===== src/rtl/nsq_pkg.sv =====
package nsq_pkg;

   typedef enum logic [2:0] {
      OP_READ   = 3'd0,
      OP_PROG   = 3'd1,
      OP_ERASE  = 3'd2,
      OP_RESET  = 3'd3,
      OP_STATUS = 3'd4
   } nsq_op_e;

   typedef enum logic [1:0] {
      BK_CMD  = 2'd0,
      BK_ADDR = 2'd1,
      BK_WDAT = 2'd2,
      BK_RDAT = 2'd3
   } nsq_kind_e;

   localparam logic [7:0] CMD_AREA_LO   = 8'h00;
   localparam logic [7:0] CMD_AREA_HI   = 8'h01;
   localparam logic [7:0] CMD_AREA_SPR  = 8'h50;
   localparam logic [7:0] CMD_PROG_GO   = 8'h80;
   localparam logic [7:0] CMD_PROG_CONF = 8'h10;
   localparam logic [7:0] CMD_ERASE_GO  = 8'h60;
   localparam logic [7:0] CMD_ERASE_CFM = 8'hD0;
   localparam logic [7:0] CMD_STATUS    = 8'h70;
   localparam logic [7:0] CMD_RESET     = 8'hFF;

   function automatic int max2(int a, int b);
      return (a > b) ? a : b;
   endfunction

   // Pointer command replaces column bits 9:8
   function automatic logic [7:0] ptr_cmd(logic [1:0] col_hi);
      if (col_hi[1])      return CMD_AREA_SPR;
      else if (col_hi[0]) return CMD_AREA_HI;
      else                return CMD_AREA_LO;
   endfunction

   // Address cycle idx: 0 column, 1..3 row bytes low to high
   function automatic logic [7:0] addr_byte(logic [1:0] idx, logic [23:0] row,
                                            logic [7:0] col_lo);
      case (idx)
         2'd0:    return col_lo;
         2'd1:    return row[7:0];
         2'd2:    return row[15:8];
         default: return row[23:16];
      endcase
   endfunction

endpackage


===== src/rtl/nsq_strobe.sv =====
module nsq_strobe
   import nsq_pkg::*;
#(
   parameter int T_SETUP = 2,
   parameter int T_WL    = 3,
   parameter int T_WH    = 2,
   parameter int T_RL    = 3,
   parameter int T_RH    = 2
) (
   input  logic       clk,
   input  logic       rst_n,
   input  logic       start,
   input  nsq_kind_e  kind,
   input  logic [7:0] byte_in,
   input  logic [7:0] io_in,
   output logic       cle,
   output logic       ale,
   output logic       we_n,
   output logic       re_n,
   output logic [7:0] io_out,
   output logic       io_oe,
   output logic [7:0] rd_byte,
   output logic       done
);
   localparam int TMAX = max2(max2(max2(T_SETUP, T_WL), max2(T_WH, T_RL)), T_RH);
   localparam int CW   = $clog2(TMAX + 1);

   typedef enum logic [1:0] {G_IDLE, G_SETUP, G_LOW, G_HIGH} stage_e;

   stage_e          stage;
   logic [CW-1:0]   cnt;
   logic            is_rd;

   always_ff @(posedge clk) begin
      if (!rst_n) begin
         stage   <= G_IDLE;
         cnt     <= '0;
         is_rd   <= 1'b0;
         cle     <= 1'b0;
         ale     <= 1'b0;
         we_n    <= 1'b1;
         re_n    <= 1'b1;
         io_out  <= '0;
         io_oe   <= 1'b0;
         rd_byte <= '0;
         done    <= 1'b0;
      end else begin
         done <= 1'b0;
         case (stage)
            G_IDLE: if (start) begin
               stage  <= G_SETUP;
               cnt    <= CW'(T_SETUP - 1);
               is_rd  <= (kind == BK_RDAT);
               cle    <= (kind == BK_CMD);
               ale    <= (kind == BK_ADDR);
               io_oe  <= (kind != BK_RDAT);
               io_out <= (kind == BK_RDAT) ? 8'h00 : byte_in;
            end
            G_SETUP: if (cnt == '0) begin
               stage <= G_LOW;
               cnt   <= is_rd ? CW'(T_RL - 1) : CW'(T_WL - 1);
               if (is_rd) re_n <= 1'b0;
               else       we_n <= 1'b0;
            end else cnt <= cnt - CW'(1);
            G_LOW: if (cnt == '0) begin
               stage <= G_HIGH;
               cnt   <= is_rd ? CW'(T_RH - 1) : CW'(T_WH - 1);
               we_n  <= 1'b1;
               re_n  <= 1'b1;
               if (is_rd) rd_byte <= io_in;
            end else cnt <= cnt - CW'(1);
            default: if (cnt == '0) begin
               stage <= G_IDLE;
               done  <= 1'b1;
               cle   <= 1'b0;
               ale   <= 1'b0;
               io_oe <= 1'b0;
            end else cnt <= cnt - CW'(1);
         endcase
      end
   end

   a_r2_qual_exclusive: assert property (@(posedge clk) disable iff (!rst_n)
      !(cle && ale));
   a_r1_bus_stable_low: assert property (@(posedge clk) disable iff (!rst_n)
      !we_n |-> $stable({cle, ale, io_out, io_oe}));
   a_r7_single_strobe: assert property (@(posedge clk) disable iff (!rst_n)
      !(!we_n && !re_n));

endmodule


===== src/rtl/nsq_ctrl.sv =====
module nsq_ctrl
   import nsq_pkg::*;
#(
   parameter int ROW_W = 17,
   parameter int COL_W = 10,
   parameter int LEN_W = 10,
   parameter int T_WB  = 4
) (
   input  logic             clk,
   input  logic             rst_n,
   input  logic             req_valid,
   output logic             req_ready,
   input  logic [2:0]       req_op,
   input  logic [ROW_W-1:0] req_row,
   input  logic [COL_W-1:0] req_col,
   input  logic [LEN_W-1:0] req_len,
   input  logic [7:0]       wr_data,
   input  logic             wr_valid,
   output logic             wr_ready,
   output logic [7:0]       rd_data,
   output logic             rd_valid,
   input  logic             rd_ready,
   output logic             done,
   output logic             status_fail,
   output logic             ce_n,
   input  logic             rb_s,
   output logic             stb_start,
   output nsq_kind_e        stb_kind,
   output logic [7:0]       stb_byte,
   input  logic             stb_done,
   input  logic [7:0]       stb_rd
);
   localparam int WBW = $clog2(T_WB + 1);

   typedef enum logic [3:0] {
      S_IDLE, S_CMD_A, S_CMD_B, S_ADDR, S_WDATA, S_CONF,
      S_WAIT, S_RDATA, S_STAT_CMD, S_STAT_RD, S_DONE
   } st_e;

   st_e              state;
   nsq_op_e          op_q;
   logic [ROW_W-1:0] row_q;
   logic [COL_W-1:0] col_q;
   logic [LEN_W-1:0] len_q, cnt;
   logic [1:0]       aidx;
   logic [WBW-1:0]   wb_cnt;
   logic             pend;

   assign req_ready = (state == S_IDLE);
   assign ce_n      = (state == S_IDLE);

   always_comb begin
      stb_start = 1'b0;
      stb_kind  = BK_CMD;
      stb_byte  = 8'h00;
      wr_ready  = 1'b0;
      case (state)
         S_CMD_A: begin
            stb_start = !pend;
            case (op_q)
               OP_READ, OP_PROG: stb_byte = ptr_cmd(col_q[9:8]);
               OP_ERASE:         stb_byte = CMD_ERASE_GO;
               OP_RESET:         stb_byte = CMD_RESET;
               default:          stb_byte = CMD_STATUS;
            endcase
         end
         S_CMD_B:    begin stb_start = !pend; stb_byte = CMD_PROG_GO; end
         S_ADDR: begin
            stb_start = !pend;
            stb_kind  = BK_ADDR;
            stb_byte  = addr_byte(aidx, 24'(row_q), col_q[7:0]);
         end
         S_WDATA: begin
            wr_ready  = !pend && (cnt < len_q);
            stb_start = wr_ready && wr_valid;
            stb_kind  = BK_WDAT;
            stb_byte  = wr_data;
         end
         S_CONF: begin
            stb_start = !pend;
            stb_byte  = (op_q == OP_PROG) ? CMD_PROG_CONF : CMD_ERASE_CFM;
         end
         S_RDATA: begin
            stb_start = !pend && !rd_valid && (cnt < len_q);
            stb_kind  = BK_RDAT;
         end
         S_STAT_CMD: begin stb_start = !pend; stb_byte = CMD_STATUS; end
         S_STAT_RD:  begin stb_start = !pend; stb_kind = BK_RDAT; end
         default: ;
      endcase
   end

   always_ff @(posedge clk) begin
      if (!rst_n) begin
         state <= S_IDLE;  op_q <= OP_READ;  row_q <= '0;  col_q <= '0;
         len_q <= '0;  cnt <= '0;  aidx <= '0;  wb_cnt <= '0;  pend <= 1'b0;
         rd_valid <= 1'b0;  rd_data <= '0;  done <= 1'b0;  status_fail <= 1'b0;
      end else begin
         done <= 1'b0;
         if (stb_start)     pend <= 1'b1;
         else if (stb_done) pend <= 1'b0;
         if (rd_valid && rd_ready) rd_valid <= 1'b0;
         case (state)
            S_IDLE: if (req_valid) begin
               op_q  <= nsq_op_e'(req_op);
               row_q <= req_row;  col_q <= req_col;  len_q <= req_len;
               cnt   <= '0;
               aidx  <= (nsq_op_e'(req_op) == OP_ERASE) ? 2'd1 : 2'd0;
               state <= S_CMD_A;
            end
            S_CMD_A: if (stb_done) begin
               wb_cnt <= '0;
               case (op_q)
                  OP_READ, OP_ERASE: state <= S_ADDR;
                  OP_PROG:           state <= S_CMD_B;
                  OP_RESET:          state <= S_WAIT;
                  default:           state <= S_STAT_RD;
               endcase
            end
            S_CMD_B: if (stb_done) state <= S_ADDR;
            S_ADDR: if (stb_done) begin
               wb_cnt <= '0;
               if (aidx == 2'd3) begin
                  case (op_q)
                     OP_READ: state <= S_WAIT;
                     OP_PROG: state <= S_WDATA;
                     default: state <= S_CONF;
                  endcase
               end else aidx <= aidx + 2'd1;
            end
            S_WDATA: begin
               if (stb_done) cnt <= cnt + LEN_W'(1);
               else if (!pend && cnt == len_q) state <= S_CONF;
            end
            S_CONF: if (stb_done) begin wb_cnt <= '0; state <= S_WAIT; end
            S_WAIT: begin
               if (wb_cnt != WBW'(T_WB)) wb_cnt <= wb_cnt + WBW'(1);
               else if (rb_s) begin
                  cnt <= '0;
                  case (op_q)
                     OP_READ:  state <= S_RDATA;
                     OP_RESET: state <= S_DONE;
                     default:  state <= S_STAT_CMD;
                  endcase
               end
            end
            S_RDATA: begin
               if (stb_done) begin
                  rd_valid <= 1'b1;
                  rd_data  <= stb_rd;
                  cnt      <= cnt + LEN_W'(1);
               end else if (!pend && !rd_valid && cnt == len_q) state <= S_DONE;
            end
            S_STAT_CMD: if (stb_done) state <= S_STAT_RD;
            S_STAT_RD: if (stb_done) begin
               status_fail <= stb_rd[0];
               state       <= S_DONE;
            end
            default: begin done <= 1'b1; state <= S_IDLE; end
         endcase
      end
   end

   a_r8_rd_hold: assert property (@(posedge clk) disable iff (!rst_n)
      rd_valid && !rd_ready |=> rd_valid && $stable(rd_data));
   a_r12_wait_busy: assert property (@(posedge clk) disable iff (!rst_n)
      (state == S_WAIT) && !rb_s |=> (state == S_WAIT));
   a_r11_done_pulse: assert property (@(posedge clk) disable iff (!rst_n)
      done |=> !done);
   a_r11_idle_after_done: assert property (@(posedge clk) disable iff (!rst_n)
      done |-> req_ready);

endmodule


===== src/rtl/nand_cmd_seq.sv =====
module nand_cmd_seq
   import nsq_pkg::*;
#(
   parameter int ROW_W   = 17,
   parameter int COL_W   = 10,
   parameter int LEN_W   = 10,
   parameter int T_SETUP = 2,
   parameter int T_WL    = 3,
   parameter int T_WH    = 2,
   parameter int T_RL    = 3,
   parameter int T_RH    = 2,
   parameter int T_WB    = 4,
   parameter int RB_SYNC = 2
) (
   input  logic             clk,
   input  logic             rst_n,
   input  logic             req_valid,
   output logic             req_ready,
   input  logic [2:0]       req_op,
   input  logic [ROW_W-1:0] req_row,
   input  logic [COL_W-1:0] req_col,
   input  logic [LEN_W-1:0] req_len,
   input  logic [7:0]       wr_data,
   input  logic             wr_valid,
   output logic             wr_ready,
   output logic [7:0]       rd_data,
   output logic             rd_valid,
   input  logic             rd_ready,
   output logic             done,
   output logic             status_fail,
   output logic             nf_ce_n,
   output logic             nf_cle,
   output logic             nf_ale,
   output logic             nf_we_n,
   output logic             nf_re_n,
   output logic [7:0]       nf_io_out,
   output logic             nf_io_oe,
   input  logic [7:0]       nf_io_in,
   input  logic             nf_rb
);
   if (ROW_W < 1 || ROW_W > 24) begin : g_bad_row
      $error("ROW_W must be 1..24");
   end
   if (COL_W != 10) begin : g_bad_col
      $error("COL_W must be 10 for the pointer scheme");
   end
   if (T_SETUP < 1 || T_WL < 1 || T_WH < 1 || T_RL < 1 || T_RH < 1 || T_WB < 1) begin : g_bad_t
      $error("all timing counts must be at least 1");
   end
   if (RB_SYNC < 0) begin : g_bad_sync
      $error("RB_SYNC must not be negative");
   end

   logic       rb_s;
   logic       stb_start, stb_done;
   nsq_kind_e  stb_kind;
   logic [7:0] stb_byte, stb_rd;

   if (RB_SYNC == 0) begin : g_rb_direct
      assign rb_s = nf_rb;
   end else begin : g_rb_sync
      logic [RB_SYNC-1:0] sh;
      always_ff @(posedge clk) begin
         if (!rst_n) sh <= '0;
         else        sh <= (sh << 1) | RB_SYNC'(nf_rb);
      end
      assign rb_s = sh[RB_SYNC-1];
   end

   nsq_ctrl #(.ROW_W(ROW_W), .COL_W(COL_W), .LEN_W(LEN_W), .T_WB(T_WB)) u_ctrl (
      .clk, .rst_n, .req_valid, .req_ready, .req_op, .req_row, .req_col, .req_len,
      .wr_data, .wr_valid, .wr_ready, .rd_data, .rd_valid, .rd_ready, .done,
      .status_fail, .ce_n(nf_ce_n), .rb_s, .stb_start, .stb_kind, .stb_byte,
      .stb_done, .stb_rd
   );

   nsq_strobe #(.T_SETUP(T_SETUP), .T_WL(T_WL), .T_WH(T_WH), .T_RL(T_RL), .T_RH(T_RH)) u_stb (
      .clk, .rst_n, .start(stb_start), .kind(stb_kind), .byte_in(stb_byte),
      .io_in(nf_io_in), .cle(nf_cle), .ale(nf_ale), .we_n(nf_we_n), .re_n(nf_re_n),
      .io_out(nf_io_out), .io_oe(nf_io_oe), .rd_byte(stb_rd), .done(stb_done)
   );

   a_r1_ce_with_we: assert property (@(posedge clk) disable iff (!rst_n)
      !nf_we_n |-> !nf_ce_n);
   a_r8_no_drive_on_read: assert property (@(posedge clk) disable iff (!rst_n)
      !nf_re_n |-> !nf_io_oe);
   a_r11_ce_high_idle: assert property (@(posedge clk) disable iff (!rst_n)
      req_ready |-> nf_we_n && nf_re_n);

endmodule


===== config.mk =====
export PLATFORM = sky130hd
export DESIGN_NAME = nand_cmd_seq
export DESIGN_NICKNAME = d
export VERILOG_FILES = /design/src/rtl/nsq_pkg.sv /design/src/rtl/nsq_strobe.sv /design/src/rtl/nsq_ctrl.sv /design/src/rtl/nand_cmd_seq.sv
export SDC_FILE = /design/constraint.sdc
export NUM_CORES = 1
export LEC_CHECK = 0
export BUFFER_PORTS_ARGS = -buffer_cell sky130_fd_sc_hd__buf_2
export CORE_ASPECT_RATIO = 0.8
export CORE_UTILIZATION = 53
export CTS_BUF_LIST = sky130_fd_sc_hd__clkbuf_2
export CTS_CLUSTER_SIZE = 25
export DETAILED_ROUTE_END_ITERATION = 10
export PLACE_DENSITY = 0.9
export SYNTH_ARGS = -nofsm -noshare
export SYNTH_HDL_FRONTEND = slang
export SYNTH_HIERARCHICAL = 1
export SYNTH_SLANG_ARGS = --single-unit

===== constraint.sdc =====
create_clock -name clk -period 2.2 [get_ports clk]
set_input_delay 0.22 -clock clk [delete_from_list [all_inputs] [get_ports clk]]
set_output_delay 0.22 -clock clk [all_outputs]
set_load 0.03 [all_outputs]

== After elaboration in Yosys (flattened, before gate mapping) ==
Cells that the tools add are included.
Word-level totals
  bits in registers: 100
  input bits: 62
  output and inout port bits: 27
  word-level logic and storage cells: 195
Cells by class
  add/subtract/negate cells: 4
  $lt $le $gt $ge: 1
  eq/ne operators: 47
  muxes and demuxes: 71
  bitwise operators: 3
  reduce and logical (&&, ||, !) cells: 44
Operators by type and width (count)
  4-bit two-way mux: 14
  8-bit one-hot mux with 3 select lines: 2
  8-bit one-hot mux with 6 select lines: 1
  10-bit two-way mux: 4
  4-bit one-hot mux with 10 select lines: 1
  2-bit by 1-bit inequality test with 1-bit output (second input constant): 15
  10-bit one-hot mux with 3 select lines: 1
  8-bit two-way mux: 3
  2-bit two-way mux: 10
  1-bit two-way mux: 19
  2-bit inequality test (second input constant): 9
  2-bit one-hot mux with 3 select lines: 3
  4-bit by 3-bit == test with 1-bit output (second input constant): 4
  4-bit AND reduction: 4
  14-bit AND reduction: 1
  4-bit one-hot mux with 3 select lines: 1
  10-bit by 1-bit adder with 10-bit output (second input constant): 1
  10-bit == test: 1
  10-bit less-than comparator: 1
  1-bit one-hot mux with 2 select lines: 5
  2-bit AND reduction: 5
  2-bit nonzero test: 5
  10-bit OR reduction: 1
  2-bit OR reduction: 5
  other kinds (30): 54

== Depth between registers and ports, before layout ==
Gate-level depths: netlist (run 1).
  depth after elaboration: 6
  mapped depth: 12
  mapped depth without buffers: 11

== Cells and area by module ==
Netlist (run 1), hierarchy kept.
By module, submodules not included
  nsq_ctrl: times used 1, cells each 499, area an instance 3902.5 um^2, sequential area each 1421.4 um^2
  nsq_strobe: times used 1, cells each 134, area an instance 1252.5 um^2, sequential area each 540.5 um^2
  nand_cmd_seq: times used 1, cells each 4, area an instance 52.6 um^2, sequential area each 40.0 um^2

== Worst setup path after synthesis (run 1) ==
No wires, ideal clock.
  path type: register -> register
  from: reg u_ctrl.cnt[3]
  to: reg u_stb.cle
  library setup time: 0.070 ns
  data arrival time: 2.299 ns
  required time: 2.130 ns
  slack: -0.169 ns
  stages on the path, launching flop included: 11
  buffers on the path: 0
  clock period less this slack: 2.369 ns
  path through: dfxtp_1 ha_1 a21o_1 a21oi_1 o32ai_1 nor3_1 o21bai_1 nand2_1 a21o_1 or4b_1 a21boi_1
Between the ends
  word-level cells in the longest chain between the ends: 6
  elaborated cells on any way between the ends: 7
  those cells by class: order compare: 1; eq/ne: 1; mux: 1; reduce/logical: 4
RTL lines
  from (decl): line nsq_ctrl.sv:44  | logic [LEN_W-1:0] len_q, cnt;
  from (signal assigned): line nsq_ctrl.sv:132  | if (stb_done) cnt <= cnt + LEN_W'(1);
  from (signal assigned): line nsq_ctrl.sv:151  | cnt <= cnt + LEN_W'(1);
  10-bit less-than comparator (*): line nsq_ctrl.sv:74, nsq_ctrl.sv:84
  1-bit logical AND: line nsq_ctrl.sv:74  | wr_ready = !pend && (cnt < len_q);
  1-bit logical AND: line nsq_ctrl.sv:75  | stb_start = wr_ready && wr_valid;
  1-bit one-hot mux with 3 select lines (*): line nsq_ctrl.sv:57  | case (state)
  via stb_start: line nand_cmd_seq.sv:55  | logic stb_start, stb_done;
  2-bit inequality test (no line) (*)
  3-bit AND reduction (no line) (*)
  to (signal assigned): line nsq_strobe.sv:54  | cle <= (kind == BK_CMD);
  to (decl): line nsq_strobe.sv:16  | output logic cle,
Mark *: on every way through the listed nets, which the timed path passes. The rest lies on a longest branch.
A chain may end at the register's enable or synchronous reset.

== Worst setup path in the final report (run 1) ==
  from: reg u_ctrl.len_q[6]
  to: reg u_stb.cle
Between the ends
  word-level cells in the longest chain between the ends: 6
  elaborated cells on any way between the ends: 7
  those cells by class: order compare: 1; eq/ne: 1; mux: 1; reduce/logical: 4
RTL lines
  from (decl): line nsq_ctrl.sv:44
  from (signal assigned): line nsq_ctrl.sv:106  | row_q <= req_row; col_q <= req_col; len_q <= req_len;
  10-bit less-than comparator (*): line nsq_ctrl.sv:74, nsq_ctrl.sv:84
  1-bit logical AND: line nsq_ctrl.sv:74
  1-bit logical AND: line nsq_ctrl.sv:75
  1-bit one-hot mux with 3 select lines (*): line nsq_ctrl.sv:57
  via stb_start: line nand_cmd_seq.sv:55
  2-bit inequality test (no line) (*)
  3-bit AND reduction (no line) (*)
Marks and branches as above.

==> results_dict.tcl, run 1 <==
set metrics [dict create \
    grt_max_degree 48 \
    drive_above_1_share_pct 26.7 \
    maxCapViolations 0 \
    hold_depth 5 \
    portBuffers 88 \
    crit_slowest_cell "or4b_1" \
    synth_nets 724 \
    area_growth_pct 31.9 \
    start_util_pct 55.9 \
    slew_violations 0 \
    worstSetupPathType "flop to flop" \
    drt_iter0_drc 845 \
    critPathMaxFanout 2 \
    cts.root.buffer_cell "clkbuf_2" \
    finalPower_w 0.00704 \
    period_needed_ns 2.69 \
    worst_pin_slew_ns 0.602 \
    arrival_ns 3.25 \
    cp_top_family "compound AO/OA/AOI/OAI gates" \
    clk_latency_ns 0.60 \
    hpwl_mm 10.3 \
    vdd_drop_max_mv 0.564 \
    syn_area_um2 5210 \
    yosysWarnings 6 \
    nets 881 \
    synth-main-ff-cell "dfxtp_1" \
    synthCells 637 \
    routed_via_density 6.27 \
    globalplace.congestion 0.926 \
    dieWidth_um 113 \
    setup_tns_ns -4.47 \
    status "finished, violations left" \
    clkSinkCount 100 \
    grt_first_pass_wirelength_mm 26.0 \
    rsz0062_at_grt "true" \
    die-area_um2 10200 \
    io-pin-count 89 \
    finClkSkew_ns 0.0535 \
    hold_viol_final 0 \
    vias 5736 \
    dr.pass1.iters 7 \
    cts_tree "built" \
    critical_path.cell_chain "inv_1 > ha_1 > a21o_1 > a21oi_2 > o32ai_2 > buf_4 > nor3_2 > o21bai_4 > nand2_2 > a21o_1 > or4b_1 > a21boi_1" \
    drtAntennaViolNets 0 \
    clkTransAtPathRegs_ns 0.32 \
    std_cell_rows 31 \
    critical_path_buf_inv_count 2 \
    grt_pass1_vias 5435 \
    endpoint_kind "flop" \
    coreArea_um2 9310 \
    ys_ff_latch 100 \
    antenna_found_initial 1 \
    timing.fmax_ghz 0.372 \
    slowest_delay_ns 0.48 \
    cp.depth 12 \
    final_cell_mix "nand2_1, buf_2, dfxtp_1, a21oi_1, dlygate4sd3_1" \
    cp.required_ns 2.76 \
    synth-async-reset-ratio_pct 0 \
    wl_per_cell_um 19.4 \
    finalSetupViolations 19 \
    grt_usage_pct 32.2 \
    fin_crit_sh_pct 122 \
    violations "setup timing" \
    powerDensity_nw_per_um2 1030 \
    max-clock-path-buffers 2 \
    grt_overflow 0 \
    leakagePower_nw 2.90 \
    rr_worst_depth 12 \
    die_h_um 90.7 \
    numCtsBuffers 9 \
    cpMostUsedCell "a21o_1" \
    setup_ws_ns -0.487 \
    utilization_pct 73.8 \
    hold_class "input pin to flop" \
    synth_edf_count 0 \
    avgSynthCellArea_um2 8.18 \
    worstSetupStartpointType "flop" \
    drcViolationCount 0 \
    relSlewSlack_pct 59.8 \
    layout_commonest_cell "nand2_1" \
    synth.yosys.seq_area_share_pct 38.4 \
    wirelength_mm 17.8 \
    yosysUniqueCellTypes 69 \
    htreeDepth 3 \
]
## kinds of logic (layout without fill, tap and decap cells)
| logic type | Yosys count | count (layout) | synth area share, % |
|---|---|---|---|
| buffers and inverters | 75 | 237 | 6.32 |
| multiplexers | 19 | 19 | 3.65 |
| flip-flops | 100 | 100 | 38.4 |
| AO/OA/AOI/OAI | 162 | 162 | 20.8 |
| adder cells (fa/ha/maj) | 25 | 25 | 6.01 |
| AND/OR/NAND/NOR | 250 | 250 | 23.8 |
| XOR/XNOR | 6 | 6 | 1.01 |
| other | 0 | 1 | 0 |
## synthesized netlist by cell type (all sizes together), types with 3 or more instances
cell     instances  area, µm²
buf             16        108
mux2i           19        190
or2              3       18.8
o21ai           17       88.8
a222oi           8       80.1
o211ai           5       37.5
nand4b           4       35.0
a21o             4       30.0
a21boi          11       82.6
or3              4       25.0
nor3b            5       37.5
nand3            9       45.0
nand2b           6       37.5
o22ai            4       25.0
ha              25        313
o31ai            5       37.5
nor2            38        143
xor2             6       52.6
o221ai           4       35.0
dfxtp          100       2000
nand4            8       50.1
a22oi           11       87.6
nor2b           24        150
o21a             4       30.0
a21oi           68        348
clkbuf          28        105
and2             8       50.1
nor3             7       35.0
nand2          114        435
inv             31        116
a2111oi          4       55.1
nor4b            3       26.3
and3             4       25.0
## through the flow
| stage | setup WS (ns) | hold WS [ns] | cell area [µm²] | std cells |
|---|---|---|---|---|
| floorplan | -0.149 | 0.342 | 5220 | 637 |
| global placement | -0.242 | 0.427 | 5900 | 838 |
| detailed placement | -0.359 | 0.432 | 5900 | 838 |
| CTS | -0.275 | 0.0396 | 6730 | 910 |
| global route | -0.494 | 0.0961 | 6870 | 915 |
| finish | -0.487 | 0.0737 | 6870 | 915 |
## layout make-up
class | count | area [µm²]
Tap cell | 115 | 144
Sequential cell | 100 | 2020
Clock inverter | 7 | 77.6
Inverter | 31 | 116
Antenna cell | 1 | 2.50
Timing Repair Buffer | 190 | 1350
Fill cell | 597 | 2440
Multi-Input combinational cell | 462 | 3110
Clock buffer | 9 | 45.0
## worst paths after layout
path	start	to	slack (ns)
min reg2reg	u_ctrl/row_q[4]	u_ctrl/row_q[4]	0.48
max reg2reg	u_ctrl/len_q[6]	u_stb/cle	-0.49
min	wr_data[3]	u_stb/io_out[3]	0.07
max	u_ctrl/len_q[6]	u_stb/cle	-0.49
## repair_timing
action | in CTS | in global routing
pin swaps | 14 | 12
endpoints found under the setup margin | 17 | 22
hold buffers | 51 | 0
cloned | 0 | 1
hold endpoints to repair | 51 | 0
gates resized for setup | 33 | 27
setup buffers | 5 | 5
## per-layer routing
metal	global-route usage, %	wire [µm]	vias up
met4	16.4	1070	0
met5	0	0	-
li1	-	-	2544
met1	37.6	6510	2636
met2	55.9	8420	419
met3	6.58	1750	137
## flip-flops by register name (all words and copies together), names as in the netlist, 4 cells and up
name / flops
u_ctrl/row_q: 17
u_ctrl/rd_data: 8
u_ctrl/cnt: 10
u_ctrl/len_q: 10
u_ctrl/state: 4
u_stb/io_out: 8
u_ctrl/col_q: 10
u_stb/rd_byte: 8
## worst min-delay path, cell delays in order
cell and delay, ns:
buf_2 0.07, nand2_1 0.04, o211ai_1 0.11, a22oi_2 0.07, nor2b_1 0.12
## report_power, final
group          switching, W  internal, W  leakage, nW
sequential         0.000251      0.00209        0.821
clock              0.000700     0.000189       0.0706
combinational       0.00224      0.00156         2.01
(Power assumes the default switching activity.)
==> run 2: changes to the inputs <==
PLACE_DENSITY = not set   (was 0.9)
PLACE_DENSITY_LB_ADDON = 0.25   (was not set)
==> results_dict.tcl, run 2 (synthesis gave the netlist of run 1 again) <==
set metrics [dict create \
    std_cell_rows 31 \
    grt_max_degree 48 \
    dp_slack_ns -0.350 \
    status "finished, violations left" \
    clk_latency_ns 0.59 \
    dpl_cell_area_um2 5930 \
    powerDensity_nw_per_um2 1020 \
    endpoint_kind "flop" \
    fill_cells 670 \
    grt_pass1_vias 5087 \
    fin_crit_sh_pct 114 \
    grt_first_pass_wirelength_mm 25.2 \
    drcViolationCount 0 \
    wirelength_mm 16.0 \
    vias 5313 \
    rsz0062_at_grt "true" \
    globalplace.congestion 0.909 \
    stdcell_count 913 \
    worst_pin_slew_ns 0.754 \
    critPathMaxFanout 2 \
    die-area_um2 10200 \
    hold_class "input pin to flop" \
    relSlewSlack_pct 49.0 \
    utilization_pct 74.1 \
    max-clock-path-buffers 2 \
    drt_iter0_drc 533 \
    portBuffers 88 \
    nets 880 \
    numCtsBuffers 9 \
    largest_reg_flops 17 \
    drtAntennaViolNets 0 \
    dp.cells 840 \
    dr.pass1.iters 5 \
    hold_viol_final 0 \
    clkSinkCount 100 \
    io-pin-count 89 \
    violations "setup timing" \
    clkTransAtPathRegs_ns 0.28 \
    die_h_um 90.7 \
    finClkSkew_ns 0.0276 \
    layout_commonest_cell "nand2_1" \
    coreArea_um2 9310 \
    htreeDepth 3 \
    antenna_found_initial 0 \
    worstSetupPathType "flop to flop" \
    drive_above_1_share_pct 27.7 \
    final_cell_mix "nand2_1, dfxtp_1, buf_2, a21oi_1, dlygate4sd3_1" \
    maxCapViolations 0 \
    grt_usage_pct 31.3 \
    dieWidth_um 113 \
    wl_per_cell_um 17.5 \
    fin_worst_hold_slack_ns 0.0350 \
    worstSetupStartpointType "flop" \
    routed_via_density 5.82 \
    hpwl_mm 10.5 \
    cts.root.buffer_cell "clkbuf_2" \
    setup_ws_ns -0.298 \
    cp.required_ns 2.72 \
    period_needed_ns 2.50 \
    stdcell_area_um2 6900 \
    area_growth_pct 32.5 \
    start_util_pct 55.9 \
    cts_tree "built" \
    slew_violations 0 \
    largest_register "u_ctrl/row_q" \
    timing.fmax_ghz 0.400 \
    finalSetupViolations 12 \
    diodes 0 \
    vdd_drop_max_mv 0.580 \
    grt_overflow 0 \
    arrival_ns 3.01 \
    leakagePower_nw 2.90 \
]
## run 2: timing repair
item                                   4_1_cts  5_1_grt
gates cloned                                 0        1
endpoints found under the hold margin       50        0
resized for setup                           33       45
hold buffers                                50        0
setup buffers                                5        4
pin swaps                                   16       19
setup endpoints to repair                   19       25
## run 2: worst paths after layout
path	cells after the start	slack (ns)	start	end
hold reg to reg	2	0.47	u_ctrl/row_q[7]	u_ctrl/row_q[7]
setup / recovery	11	-0.30	u_ctrl/len_q[7]	u_stb/cle
hold / removal	5	0.03	wr_data[2]	u_stb/io_out[2]
setup reg to reg	11	-0.30	u_ctrl/len_q[7]	u_stb/cle
## run 2: cell type report
type	instances	area [µm²]	area share (%)
clock inverters	6	47.5	0.689
multi-input cells	462	3160	45.8
repair buffers	189	1360	19.8
flip-flops and latches	100	2020	29.3
clock buffers	10	50.0	0.725
inverters	31	119	1.72
well taps	115	144	2.08
## run 2: critical path, cell delays in order (launching register included)
cell	delay (ns)
dfxtp_2	0.43
inv_2	0.05
ha_4	0.21
a21o_1	0.19
a21oi_2	0.13
o32ai_2	0.11
nor3_2	0.21
o21bai_4	0.19
nand2_2	0.09
a21o_1	0.23
or4b_1	0.46
a21boi_1	0.15
## run 2: routing by layer
metal  global-route usage, %  vias up  part of all wire, %
met5                       0        -                    0
met1                    41.4     2499                   43
met4                    8.78        0                  1.6
met2                    51.0      249                   47
met3                    6.85       25                  8.3
li1                        -     2540                    -
## run 2: power breakdown
part	internal, W	switching, W
logic	0.00166	0.00220
clock network	0.000166	0.000651
registers	0.00209	0.000245
total	0.00392	0.00310
## run 2: per-stage QoR
stage | TNS [ns] | total power (W)
2_1_floorplan | -0.652 | 0.00447
3_3_place_gp | -2.18 | 0.00535
3_5_place_dp | -3.04 | 0.00546
4_1_cts | -2.13 | 0.00652
5_1_grt | -2.40 | 0.00744
6_report | -1.12 | 0.00702
